--- config.mk ---
export PLATFORM = sky130hd
export DESIGN_NAME = rti_gen
export DESIGN_NICKNAME = d
export VERILOG_FILES = /design/src/rtl/rti_pkg.sv /design/src/rtl/rti_period_cnt.sv /design/src/rtl/rti_regs.sv /design/src/rtl/rti_gen.sv
export SDC_FILE = /design/constraint.sdc
export NUM_CORES = 1
export LEC_CHECK = 0
export BUFFER_PORTS_ARGS = -buffer_cell sky130_fd_sc_hd__buf_2
export CORE_MARGIN = 4
export CORE_UTILIZATION = 35
export DETAILED_ROUTE_END_ITERATION = 6
export RECOVER_POWER = 25
export REMOVE_ABC_BUFFERS = 1
export SLEW_MARGIN = 10
export SYNTH_ARGS = -nofsm -noshare
export SYNTH_HDL_FRONTEND = slang
export SYNTH_SLANG_ARGS = --single-unit
--- constraint.sdc ---
create_clock -name clk -period 3.65 [get_ports clk]
set_clock_uncertainty 0.15 [all_clocks]
set_input_delay 0.5475 -clock clk [delete_from_list [all_inputs] [get_ports clk]]
set_output_delay 0.5475 -clock clk [all_outputs]
set_load 0.02 [all_outputs]
--- src/rtl/rti_pkg.sv ---
package rti_pkg;

    localparam int ADDR_W = 2;
    localparam int DATA_W = 2;
    localparam int RATE_W = 2;
    localparam int RATES  = 1 << RATE_W;

    typedef enum logic [ADDR_W-1:0] {
        SEL_CTRL = 2'd0,
        SEL_MASK = 2'd1,
        SEL_STAT = 2'd2,
        SEL_RSVD = 2'd3
    } reg_sel_e;

endpackage

--- src/rtl/rti_period_cnt.sv ---
module rti_period_cnt
    import rti_pkg::*;
#(
    parameter int BASE_LOG2 = 13
) (
    input  logic              clk,
    input  logic              rst_n,
    input  logic [RATE_W-1:0] rate,
    output logic              tick
);

    localparam int CNT_W = BASE_LOG2 + RATES - 1;

    typedef struct packed {
        logic [CNT_W-1:0] cnt;
    } cnt_st_t;

    cnt_st_t st_d, st_q;

    // Terminal value for each rate setting
    logic [CNT_W-1:0] term_tbl [RATES];

    for (genvar g = 0; g < RATES; g++) begin : g_term
        assign term_tbl[g] = CNT_W'((64'd1 << (BASE_LOG2 + g)) - 64'd1);
    end

    // A lowered rate with a larger count runs on and wraps at full width
    assign tick = (st_q.cnt == term_tbl[rate]);

    always_comb begin
        st_d = st_q;
        if (tick) begin
            st_d.cnt = '0;
        end else begin
            st_d.cnt = st_q.cnt + CNT_W'(1);
        end
    end

    always_ff @(posedge clk or negedge rst_n) begin
        if (!rst_n) begin
            st_q <= '0;
        end else begin
            st_q <= st_d;
        end
    end


    cnt_restart_chk: assert property (@(posedge clk) disable iff (!rst_n)
        tick |=> (st_q.cnt == '0));

endmodule

--- src/rtl/rti_regs.sv ---
module rti_regs
    import rti_pkg::*;
(
    input  logic              clk,
    input  logic              rst_n,
    input  logic              bus_wr,
    input  logic [ADDR_W-1:0] bus_addr,
    input  logic [DATA_W-1:0] bus_wdata,
    input  logic              tick,
    output logic [RATE_W-1:0] rate,
    output logic              enable,
    output logic              flag,
    output logic [DATA_W-1:0] bus_rdata
);

    typedef struct packed {
        logic [RATE_W-1:0] rate;
        logic              en;
        logic              flag;
    } reg_st_t;

    reg_st_t  st_d, st_q;
    reg_sel_e sel;

    assign sel = reg_sel_e'(bus_addr);

    always_comb begin
        st_d = st_q;
        if (bus_wr) begin
            case (sel)
                SEL_CTRL: st_d.rate = bus_wdata[RATE_W-1:0];
                SEL_MASK: st_d.en   = bus_wdata[0];
                SEL_STAT: if (bus_wdata[0]) st_d.flag = 1'b0;
                default:  ;
            endcase
        end
        // A boundary wins over a coincident clear
        if (tick) begin
            st_d.flag = 1'b1;
        end
    end

    always_ff @(posedge clk or negedge rst_n) begin
        if (!rst_n) begin
            st_q <= '0;
        end else begin
            st_q <= st_d;
        end
    end

    always_comb begin
        bus_rdata = '0;
        case (sel)
            SEL_CTRL: bus_rdata = DATA_W'(st_q.rate);
            SEL_MASK: bus_rdata = DATA_W'(st_q.en);
            SEL_STAT: bus_rdata = DATA_W'(st_q.flag);
            default:  bus_rdata = '0;
        endcase
    end

    assign rate   = st_q.rate;
    assign enable = st_q.en;
    assign flag   = st_q.flag;


    flag_set_src_chk: assert property (@(posedge clk) disable iff (!rst_n)
        $rose(st_q.flag) |-> $past(tick));


    flag_clr_src_chk: assert property (@(posedge clk) disable iff (!rst_n)
        $fell(st_q.flag) |-> $past(bus_wr && sel == SEL_STAT && bus_wdata[0]));


    set_wins_chk: assert property (@(posedge clk) disable iff (!rst_n)
        tick |=> st_q.flag);


    ctrl_noset_chk: assert property (@(posedge clk) disable iff (!rst_n)
        (bus_wr && sel == SEL_CTRL && !tick) |=> (st_q.flag == $past(st_q.flag)));


    rate_hold_chk: assert property (@(posedge clk) disable iff (!rst_n)
        !(bus_wr && sel == SEL_CTRL) |=> $stable(st_q.rate));

endmodule

--- src/rtl/rti_gen.sv ---
module rti_gen
    import rti_pkg::*;
#(
    parameter int BASE_LOG2 = 13
) (
    input  logic              clk,
    input  logic              rst_n,
    input  logic              bus_wr,
    input  logic [ADDR_W-1:0] bus_addr,
    input  logic [DATA_W-1:0] bus_wdata,
    output logic [DATA_W-1:0] bus_rdata,
    output logic              irq
);

    logic [RATE_W-1:0] rate;
    logic              tick;
    logic              enable;
    logic              flag;

    rti_period_cnt #(
        .BASE_LOG2 (BASE_LOG2)
    ) i_cnt (
        .clk   (clk),
        .rst_n (rst_n),
        .rate  (rate),
        .tick  (tick)
    );

    rti_regs i_regs (
        .clk       (clk),
        .rst_n     (rst_n),
        .bus_wr    (bus_wr),
        .bus_addr  (bus_addr),
        .bus_wdata (bus_wdata),
        .tick      (tick),
        .rate      (rate),
        .enable    (enable),
        .flag      (flag),
        .bus_rdata (bus_rdata)
    );


    assign irq = flag & enable;

endmodule

==> results_dict.tcl, run 1 <==
set metrics [dict create \
    synthSimpleGateAreaFrac 0.259 \
    cp-start-kind "flop" \
    port_buffers 9 \
    dpl_cell_area_um2 1060 \
    fin_nets 113 \
    syn_area_um2 982 \
    post-dp-hpwl_mm 1.27 \
    synth_mux_area_frac 0.0561 \
    rsz0062_at_grt "false" \
    finalInstanceArea_um2 1100 \
    synth.avg_cell_area_um2 10.8 \
    crit_slowest_cell "a311oi_2" \
    synth_enable_flop_cells 0 \
    synthToLayoutAreaGrowth_pct 12.0 \
    required_ns 3.65 \
    cpPeakStageDelay_ns 0.65 \
    drive_gt1_frac 0.202 \
    drv_cap 0 \
    core-area_um2 2570 \
    slew_headroom 0.304 \
    end_kind "flop" \
    grt_pass1_vias 677 \
    period_share 0.532 \
    drt-total-wl_mm 1.70 \
    setup_ws_ns 1.71 \
    synth_warnings 0 \
    synth_top_family_by_area "simple AND/OR/NAND/NOR gates" \
    cts_buffers 3 \
    antenna_found_initial 0 \
    synth_area_leader_cell "dfrtp_1" \
    cts_max_level 1 \
    critPathBufInv 0 \
    clockBufferDepth 2 \
    fin_tns_setup_ns 0 \
    setup_violations 0 \
    die_y_um 61.0 \
    cp_max_fo 10 \
    vias 693 \
    place_congestion 0.784 \
    place_inst 130 \
    path_cells "and4_2 -> nand3_1 -> a311oi_2 -> nor2b_1" \
    die_x_um 61.0 \
    status "finished clean" \
    fin_crit_ns 1.94 \
    post_cts_resized 0 \
    wl_per_cell_um 12.7 \
    synth_compound_area_frac 0.0433 \
    clkLatencyLatePin_ns 0.29 \
    synth_seq_cells 20 \
    drc 0 \
    power.density_nw_per_um2 357 \
    hold_class "input port to asynchronous set/reset pin" \
    ant_nets 0 \
    globalRouteTotalUtil 0.111 \
    hold_violations 0 \
    leakagePower_nw 0.500 \
    die_area_um2 3720 \
    synth-async-reset-ratio 1.00 \
    clockRootBuffer "clkbuf_4" \
    yosysUniqueCellTypes 27 \
    worst_pin_slew_ns 1.04 \
    max_freq_mhz 515 \
    synthFlopType "dfrtp_1" \
    critPathKind "flop to flop" \
    ctsHoldBuffers 0 \
    synth_xor_area_frac 0.116 \
    drv_slew 0 \
    row_count 18 \
    yosysSeqAreaShare 0.510 \
    cp_top_family "compound AO/OA/AOI/OAI gates" \
    ys_top_cells_by_area "dfrtp_1 (51%), xnor2_1 (7.1%), mux2_2 (4.6%)" \
    grt_max_degree 21 \
    synth_top_area_share 0.510 \
    synthAdderAreaFrac 0.0127 \
    synth_cells 91 \
    start_util 0.383 \
    ir_drop_v 0.000234 \
    first_pass_iters 4 \
    fin_cells 134 \
    post_cts.repair.setup_buffers 0 \
    total_power_w 0.000393 \
    drt-initial-drc-count 67 \
    cts.clk_slew.worst_paths_ns 0.11 \
    cts.sinks 20 \
    insertedDiodeCount 0 \
    dp_slack_ns 1.71 \
    ios 10 \
    viasPerCell 5.17 \
    cp.arrival_ns 1.94 \
    yosysMostFrequentCell "dfrtp_1" \
    grt_first_pass_wirelength_mm 3.04 \
    overflow 0 \
    ys_top_cells_by_count "dfrtp_1 (20), nor2_1 (10), xnor2_1 (8)" \
    cts_tree "done" \
]
area by class of cell:
class | count | area, um^2
fill | 253 | 1470
sequential | 20 | 500
multi-input combinational | 70 | 478
timing repair buffer | 9 | 43.8
tap | 30 | 37.5
clock buffer | 4 | 36.3
inverter | 1 | 3.75
where the power goes:
group	total (W)	internal, W	switching, W
clock	0.000125	0.0000608	0.0000638
combinational	0.0000334	0.0000155	0.0000179
sequential	0.000235	0.000228	0.00000699
registers in the layout (all words and copies together), names as in the netlist:
name,count
i_cnt.st_q,16
i_regs.rate,2
i_regs.enable,1
i_regs.flag,1
worst reg2reg max path, stage by stage (launching register included):
cell and delay (ns):
dfrtp_1 0.45, and4_2 0.28, nand3_1 0.17, a311oi_2 0.65, nor2b_1 0.11
stage by stage:
step	utilization	hold WS, ns
6_report	0.428	0.253
5_1_grt	0.428	0.322
4_1_cts	0.429	0.0243
3_5_place_dp	0.415	0.338
3_3_place_gp	0.415	0.344
2_1_floorplan	-	0.102
layout by cell type, fill, tap and decap left out:
cell | Yosys | routed
mux2_2 | 4 | 4
nand3_1 | 6 | 6
or4_4 | 1 | 1
xor2_1 | 5 | 5
or3_1 | 1 | 1
dfrtp_1 | 20 | 20
a311oi_2 | 1 | 1
buf_2 | 0 | 8
nor3b_1 | 2 | 2
o21ai_0 | 2 | 2
nor3_1 | 5 | 5
mux2i_1 | 1 | 1
nand3b_1 | 2 | 2
and3_2 | 1 | 1
ha_1 | 1 | 1
and3_1 | 1 | 1
nor2_1 | 10 | 10
nor2b_1 | 1 | 1
nand4_1 | 4 | 4
nand4_2 | 1 | 1
xnor2_1 | 8 | 8
clkbuf_8 | 0 | 1
inv_1 | 1 | 1
clkbuf_4 | 0 | 3
and4_2 | 1 | 1
clkbuf_1 | 0 | 1
a21oi_1 | 2 | 2
nand2_1 | 6 | 6
and2_1 | 1 | 1
a21o_1 | 1 | 1
nand4b_1 | 2 | 2
worst paths after layout:
check / startpoint / to / slack, ns / depth (start not counted)
worst max-delay path: i_cnt.st_q[2] / i_cnt.st_q[1] / 1.71 / 4
worst min-delay path: rst_n / i_cnt.st_q[12] / 0.25 / 1
worst max register to register: i_cnt.st_q[2] / i_cnt.st_q[1] / 1.71 / 4
worst min register to register: i_cnt.st_q[12] / i_cnt.st_q[12] / 0.36 / 1
max in group asynchronous: rst_n / i_cnt.st_q[3] / 2.47 / 1
min in group clk: bus_wdata[1] / i_regs.rate[1] / 0.33 / 2
kinds of logic after synthesis:
group                      Yosys count
muxes                                5
xor gates and xnor gates            13
DFF                                 20
and+or+nand+nor                     45
AOI/OAI and AO/OA                    6
buffers and inverters                1
adders and majority gates            1
routing by layer:
layer | vias to the layer above | wire length, um | global-route usage
met4 | 0 | 11 | 0.0279
li1 | 349 | - | -
met1 | 330 | 838 | 0.156
met3 | 2 | 102 | 0.0404
met2 | 12 | 745 | 0.162
met5 | - | 0 | 0
No activity file was read; power rests on OpenSTA's default activity.
==> run 2: changes to the inputs <==
==> constraint.sdc (replaced) <==
create_clock -name clk -period 1.9 [get_ports clk]
set_clock_uncertainty 0.15 [all_clocks]
set_input_delay 0.285 -clock clk [delete_from_list [all_inputs] [get_ports clk]]
set_output_delay 0.285 -clock clk [all_outputs]
set_load 0.02 [all_outputs]
==> results_dict.tcl, run 2 (synthesized netlist as in run 1, its figures left out) <==
set metrics [dict create \
    status "finished clean" \
    ctsHoldBuffers 1 \
    holdWs_ns 0.0673 \
    use_met2 0.195 \
    place_congestion 0.723 \
    wl_per_cell_um 12.6 \
    hold_violations 0 \
    cp.arrival_ns 1.92 \
    grt_busiest_layer "met2" \
    post-dp-hpwl_mm 1.32 \
    drt-total-wl_mm 1.78 \
    first_pass_iters 4 \
    drt-initial-drc-count 37 \
    final_common_cell "dfrtp_1" \
    grt_pass1_vias 753 \
    min_to "i_regs.rate[1]" \
    p_int_w 0.000543 \
    clkLatencyLatePin_ns 0.29 \
    crit_slowest_cell "or4_4" \
    worstHoldStart "bus_wdata[1]" \
    core-area_um2 2570 \
    p_sw_w 0.000165 \
    cts_max_level 1 \
    clkPwrFrac 0.272 \
    cpPeakStageDelay_ns 0.56 \
    path_cells "nand4_2 -> or4_4 -> or3_1 -> a21oi_1" \
    critPathKind "flop to flop" \
    mostFrequentLayoutCells "dfrtp_1 (20), nor2_1 (10), xnor2_1 (8), buf_2 (8), buf_4 (7)" \
    die_area_um2 3720 \
    max_freq_mhz 544 \
    leakagePower_nw 0.532 \
    start_util 0.383 \
    port_buffers 9 \
    fin_tns_setup_ns 0 \
    drive_gt1_frac 0.243 \
    cts_buffers 3 \
    viasPerCell 5.09 \
    top_register "i_cnt.st_q" \
    comb_power_share 0.091 \
    slew_headroom 0.295 \
    fin_crit_ns 1.84 \
    post_cts_resized 0 \
    clockBufferDepth 2 \
    largest_register_ffs 16 \
    die_y_um 61.0 \
    post_cts.repair.setup_buffers 0 \
    worst_pin_slew_ns 1.06 \
    holdPathStages 2 \
    drv_cap 0 \
    r2r_setup_slack_ns 0.06 \
    switching_share 0.233 \
    period_share 0.968 \
    drc 0 \
    r2r-start "i_cnt.st_q[3]" \
    power_frac_seq 0.638 \
    grt_use_met3 0.0255 \
    reg2reg_depth 4 \
    setup_violations 0 \
    cp-start-kind "flop" \
    die_x_um 61.0 \
    cts.clk_slew.worst_paths_ns 0.10 \
    antenna_found_initial 0 \
    reg2reg_to "i_cnt.st_q[15]" \
    overflow 0 \
    vias 718 \
    cts.sinks 20 \
    power.density_nw_per_um2 616 \
    hold_class "input port to flop" \
    required_ns 1.98 \
    end_kind "flop" \
    globalRouteTotalUtil 0.120 \
    ant_nets 0 \
    synthToLayoutAreaGrowth_pct 16.9 \
    ios 10 \
    fin_nets 121 \
    grt.met1_usage 0.153 \
    insertedDiodeCount 0 \
    ir_drop_v 0.000383 \
    clockRootBuffer "clkbuf_4" \
    rsz0062_at_grt "false" \
    fillers 257 \
    drv_slew 0 \
    grt_first_pass_wirelength_mm 3.30 \
    cts_tree "done" \
    grt_max_degree 21 \
    row_count 18 \
    cp_max_fo 5 \
]
## run 2: changes by cell type in the layout (fill, tap and decap cells not counted), sizes merged
cell / before / now
buf: 8 / 15
clkbuf: 5 / 4
dlygate4sd3: 0 / 1
## run 2: worst max path at each step
stage	cells past startpoint	end	from	slack (ns)
after global placement	4	i_cnt.st_q[15]	i_cnt.st_q[3]	0.13
after detailed placement	4	i_cnt.st_q[15]	i_cnt.st_q[3]	0.09
final	4	i_cnt.st_q[15]	i_cnt.st_q[3]	0.06
after floorplan	4	i_cnt.st_q[15]	i_cnt.st_q[2]	0.09
after CTS	4	i_cnt.st_q[15]	i_cnt.st_q[3]	0.05
after global routing	4	i_cnt.st_q[15]	i_cnt.st_q[3]	0.007
## run 2: worst max-delay path: cells and delay by family (launching register included)
kind               cells  cell delay (ns)
AOI/OAI and AO/OA      1             0.14
and+or+nand+nor        3             1.04
DFF                    1             0.44
## run 2: metal layers
layer / wire [um] / vias up
met1: 856 / 340
met2: 818 / 9
met3: 87 / 2
li1: - / 367
met5: 0 / -
met4: 17 / 0
## run 2: layout make-up
| type | count | area, um^2 | area share |
|---|---|---|---|
| sequential | 20 | 500 | 0.436 |
| inverter | 1 | 3.75 | 0.00327 |
| timing repair buffer | 17 | 106 | 0.0926 |
| clock buffer | 3 | 22.5 | 0.0196 |
| multi-input combinational | 70 | 478 | 0.416 |
| tap | 30 | 37.5 | 0.0327 |
## run 2: stage by stage
| stage | power, W | cell area, um^2 | worst slack (ns) | instances | utilization |
|---|---|---|---|---|---|
| after floorplan | 0.000495 | 982 | 0.0949 | 91 | - |
| after global placement | 0.000521 | 1120 | 0.125 | 137 | 0.435 |
| after detailed placement | 0.000524 | 1120 | 0.0861 | 137 | 0.435 |
| after CTS | 0.000726 | 1150 | 0.0513 | 141 | 0.448 |
| after global routing | 0.000757 | 1150 | 0.00696 | 141 | 0.447 |
| final | 0.000707 | 1150 | 0.0615 | 141 | 0.447 |
## run 2: power by group through the flow
stage	clock (W)	combinational (W)	sequential [W]
after detailed placement	0	0.0000641	0.000460
final	0.000192	0.0000642	0.000451
after CTS	0.000208	0.0000660	0.000451
after global placement	0	0.0000625	0.000459
after global routing	0.000227	0.0000762	0.000454
after floorplan	0	0.0000390	0.000456
==> run 3: changes to the inputs <==
--- a/config.mk
+++ b/config.mk
@@ -5,10 +5,11 @@
 export SDC_FILE = /design/constraint.sdc
 export NUM_CORES = 1
 export LEC_CHECK = 0
-export BUFFER_PORTS_ARGS = -buffer_cell sky130_fd_sc_hd__buf_2
 export CORE_MARGIN = 4
 export CORE_UTILIZATION = 35
 export DETAILED_ROUTE_END_ITERATION = 6
+export DONT_BUFFER_PORTS = 1
+export PLACE_DENSITY_LB_ADDON = 0.15
 export RECOVER_POWER = 25
 export REMOVE_ABC_BUFFERS = 1
 export SLEW_MARGIN = 10
==> results_dict.tcl, run 3 (synthesized netlist as in run 1, its figures left out) <==
set metrics [dict create \
    status "finished clean" \
    viasPerCell 5.36 \
    core-area_um2 2570 \
    leakagePower_nw 0.509 \
    rsz0062_at_grt "false" \
    clockRootBuffer "clkbuf_4" \
    worst-path-stages 4 \
    clkPwrFrac 0.276 \
    fin_tns_setup_ns 0 \
    cpPeakStageDelay_ns 0.56 \
    p_sw_w 0.000167 \
    wl_per_cell_um 13.6 \
    drive_gt1_frac 0.189 \
    first_pass_iters 4 \
    cts_max_level 1 \
    grt_pass1_vias 730 \
    comb_power_share 0.088 \
    place_congestion 0.825 \
    hold_class "input port to flop" \
    port_buffers 0 \
    power_frac_seq 0.636 \
    start_util 0.383 \
    crit_slowest_cell "or4_4" \
    row_count 18 \
    cts_buffers 3 \
    worstHoldStart "bus_wr" \
    cp-start-kind "flop" \
    drv_slew 0 \
    worst_pin_slew_ns 0.896 \
    grt_max_degree 21 \
    hold_violations 0 \
    r2r-start "i_cnt.st_q[3]" \
    globalRouteTotalUtil 0.123 \
    mostFrequentLayoutCells "dfrtp_1 (20), nor2_1 (10), xnor2_1 (8), buf_4 (8)" \
    die_y_um 61.0 \
    p_int_w 0.000544 \
    required_ns 1.98 \
    critical_path.startpoint "i_cnt.st_q[3]" \
    holdPathStages 2 \
    path_cells "nand4_2 -> or4_4 -> or3_1 -> a21oi_1" \
    drv_cap 0 \
    die_area_um2 3720 \
    ios 10 \
    synthToLayoutAreaGrowth_pct 15.7 \
    fin_crit_ns 1.82 \
    ant_nets 0 \
    cts.clk_slew.worst_paths_ns 0.11 \
    ir_drop_v 0.000336 \
    grt_first_pass_wirelength_mm 3.36 \
    max_freq_mhz 551 \
    cp.arrival_ns 1.90 \
    end_kind "flop" \
    total_power_w 0.000711 \
    largest_register_ffs 16 \
    period_share 0.956 \
    fin_nets 116 \
    critPathKind "flop to flop" \
    cts.sinks 20 \
    cp_top_family "simple AND/OR/NAND/NOR gates" \
    setup_violations 0 \
    switching_share 0.235 \
    reg2reg_depth 4 \
    overflow 0 \
    vias 729 \
    antenna_found_initial 0 \
    post-dp-hpwl_mm 1.38 \
    cp_max_fo 5 \
    clockBufferDepth 2 \
    drc 0 \
    die_x_um 61.0 \
    clkLatencyLatePin_ns 0.30 \
    insertedDiodeCount 0 \
    final_common_cell "dfrtp_1" \
    cts_tree "done" \
    top_register "i_cnt.st_q" \
    drt-total-wl_mm 1.85 \
    post_cts_resized 0 \
    drt-initial-drc-count 31 \
    critPathBufInv 0 \
    power.density_nw_per_um2 626 \
    slew_headroom 0.400 \
]
[run 3: cell types whose count changed in the layout (fill, tap and decap cells not counted), sizes merged]
| cell | before | now |
|---|---|---|
| buf | 15 | 8 |
| dlygate4sd3 | 1 | 3 |
[run 3: per-stage QoR]
stage	hold slack [ns]	utilization	area, um^2	worst slack, ns	cells
2_1_floorplan	-0.161	-	982	0.0949	91
3_3_place_gp	-0.160	0.423	1090	0.120	130
3_5_place_dp	-0.160	0.423	1090	0.0964	130
4_1_cts	0.0368	0.444	1140	0.0762	136
5_1_grt	0.0549	0.442	1140	0.00304	136
6_report	0.0491	0.442	1140	0.0843	136
[run 3: worst paths after layout]
check	endpoint	slack (ns)
worst min register to register	i_regs.flag	0.35
worst max register to register	i_cnt.st_q[15]	0.08
worst max-delay path	i_cnt.st_q[15]	0.08
max in group asynchronous	i_cnt.st_q[6]	0.65
worst min-delay path	i_regs.flag	0.05
min in group asynchronous	i_regs.rate[1]	0.40
[run 3: layer usage]
metal | up-vias | track usage | part of all wire
li1 | 357 | - | -
met1 | 361 | 0.171 | 0.51
met2 | 9 | 0.183 | 0.45
met3 | 2 | 0.0447 | 0.031
met4 | 0 | 0.0310 | 0.0086
met5 | - | 0 | 0
[run 3: final cells by class]
cell class,instances,area [um^2]
Fill cell,260,1430
Sequential cell,20,500
Multi-Input combinational cell,70,478
Timing Repair Buffer,12,93.8
Tap cell,30,37.5
Clock buffer,3,22.5
Inverter,1,3.75
[run 3: worst reg2reg max path, stage by stage, from the launching register on]
cell and delay [ns]:
dfrtp_1 0.43, nand4_2 0.13, or4_4 0.56, or3_1 0.35, a21oi_1 0.14
[run 3: power by group through the flow]
stage / clock network [W] / registers, W / logic (W)
2_1_floorplan: 0 / 0.000456 / 0.0000390
3_3_place_gp: 0 / 0.000460 / 0.0000482
3_5_place_dp: 0 / 0.000461 / 0.0000497
4_1_cts: 0.000213 / 0.000453 / 0.0000641
5_1_grt: 0.000223 / 0.000455 / 0.0000711
6_report: 0.000196 / 0.000452 / 0.0000623
[run 3: repair_timing]
action	in CTS	in global routing
hold buffers	3	0
endpoints found under the hold margin	23	0
setup buffers	0	0
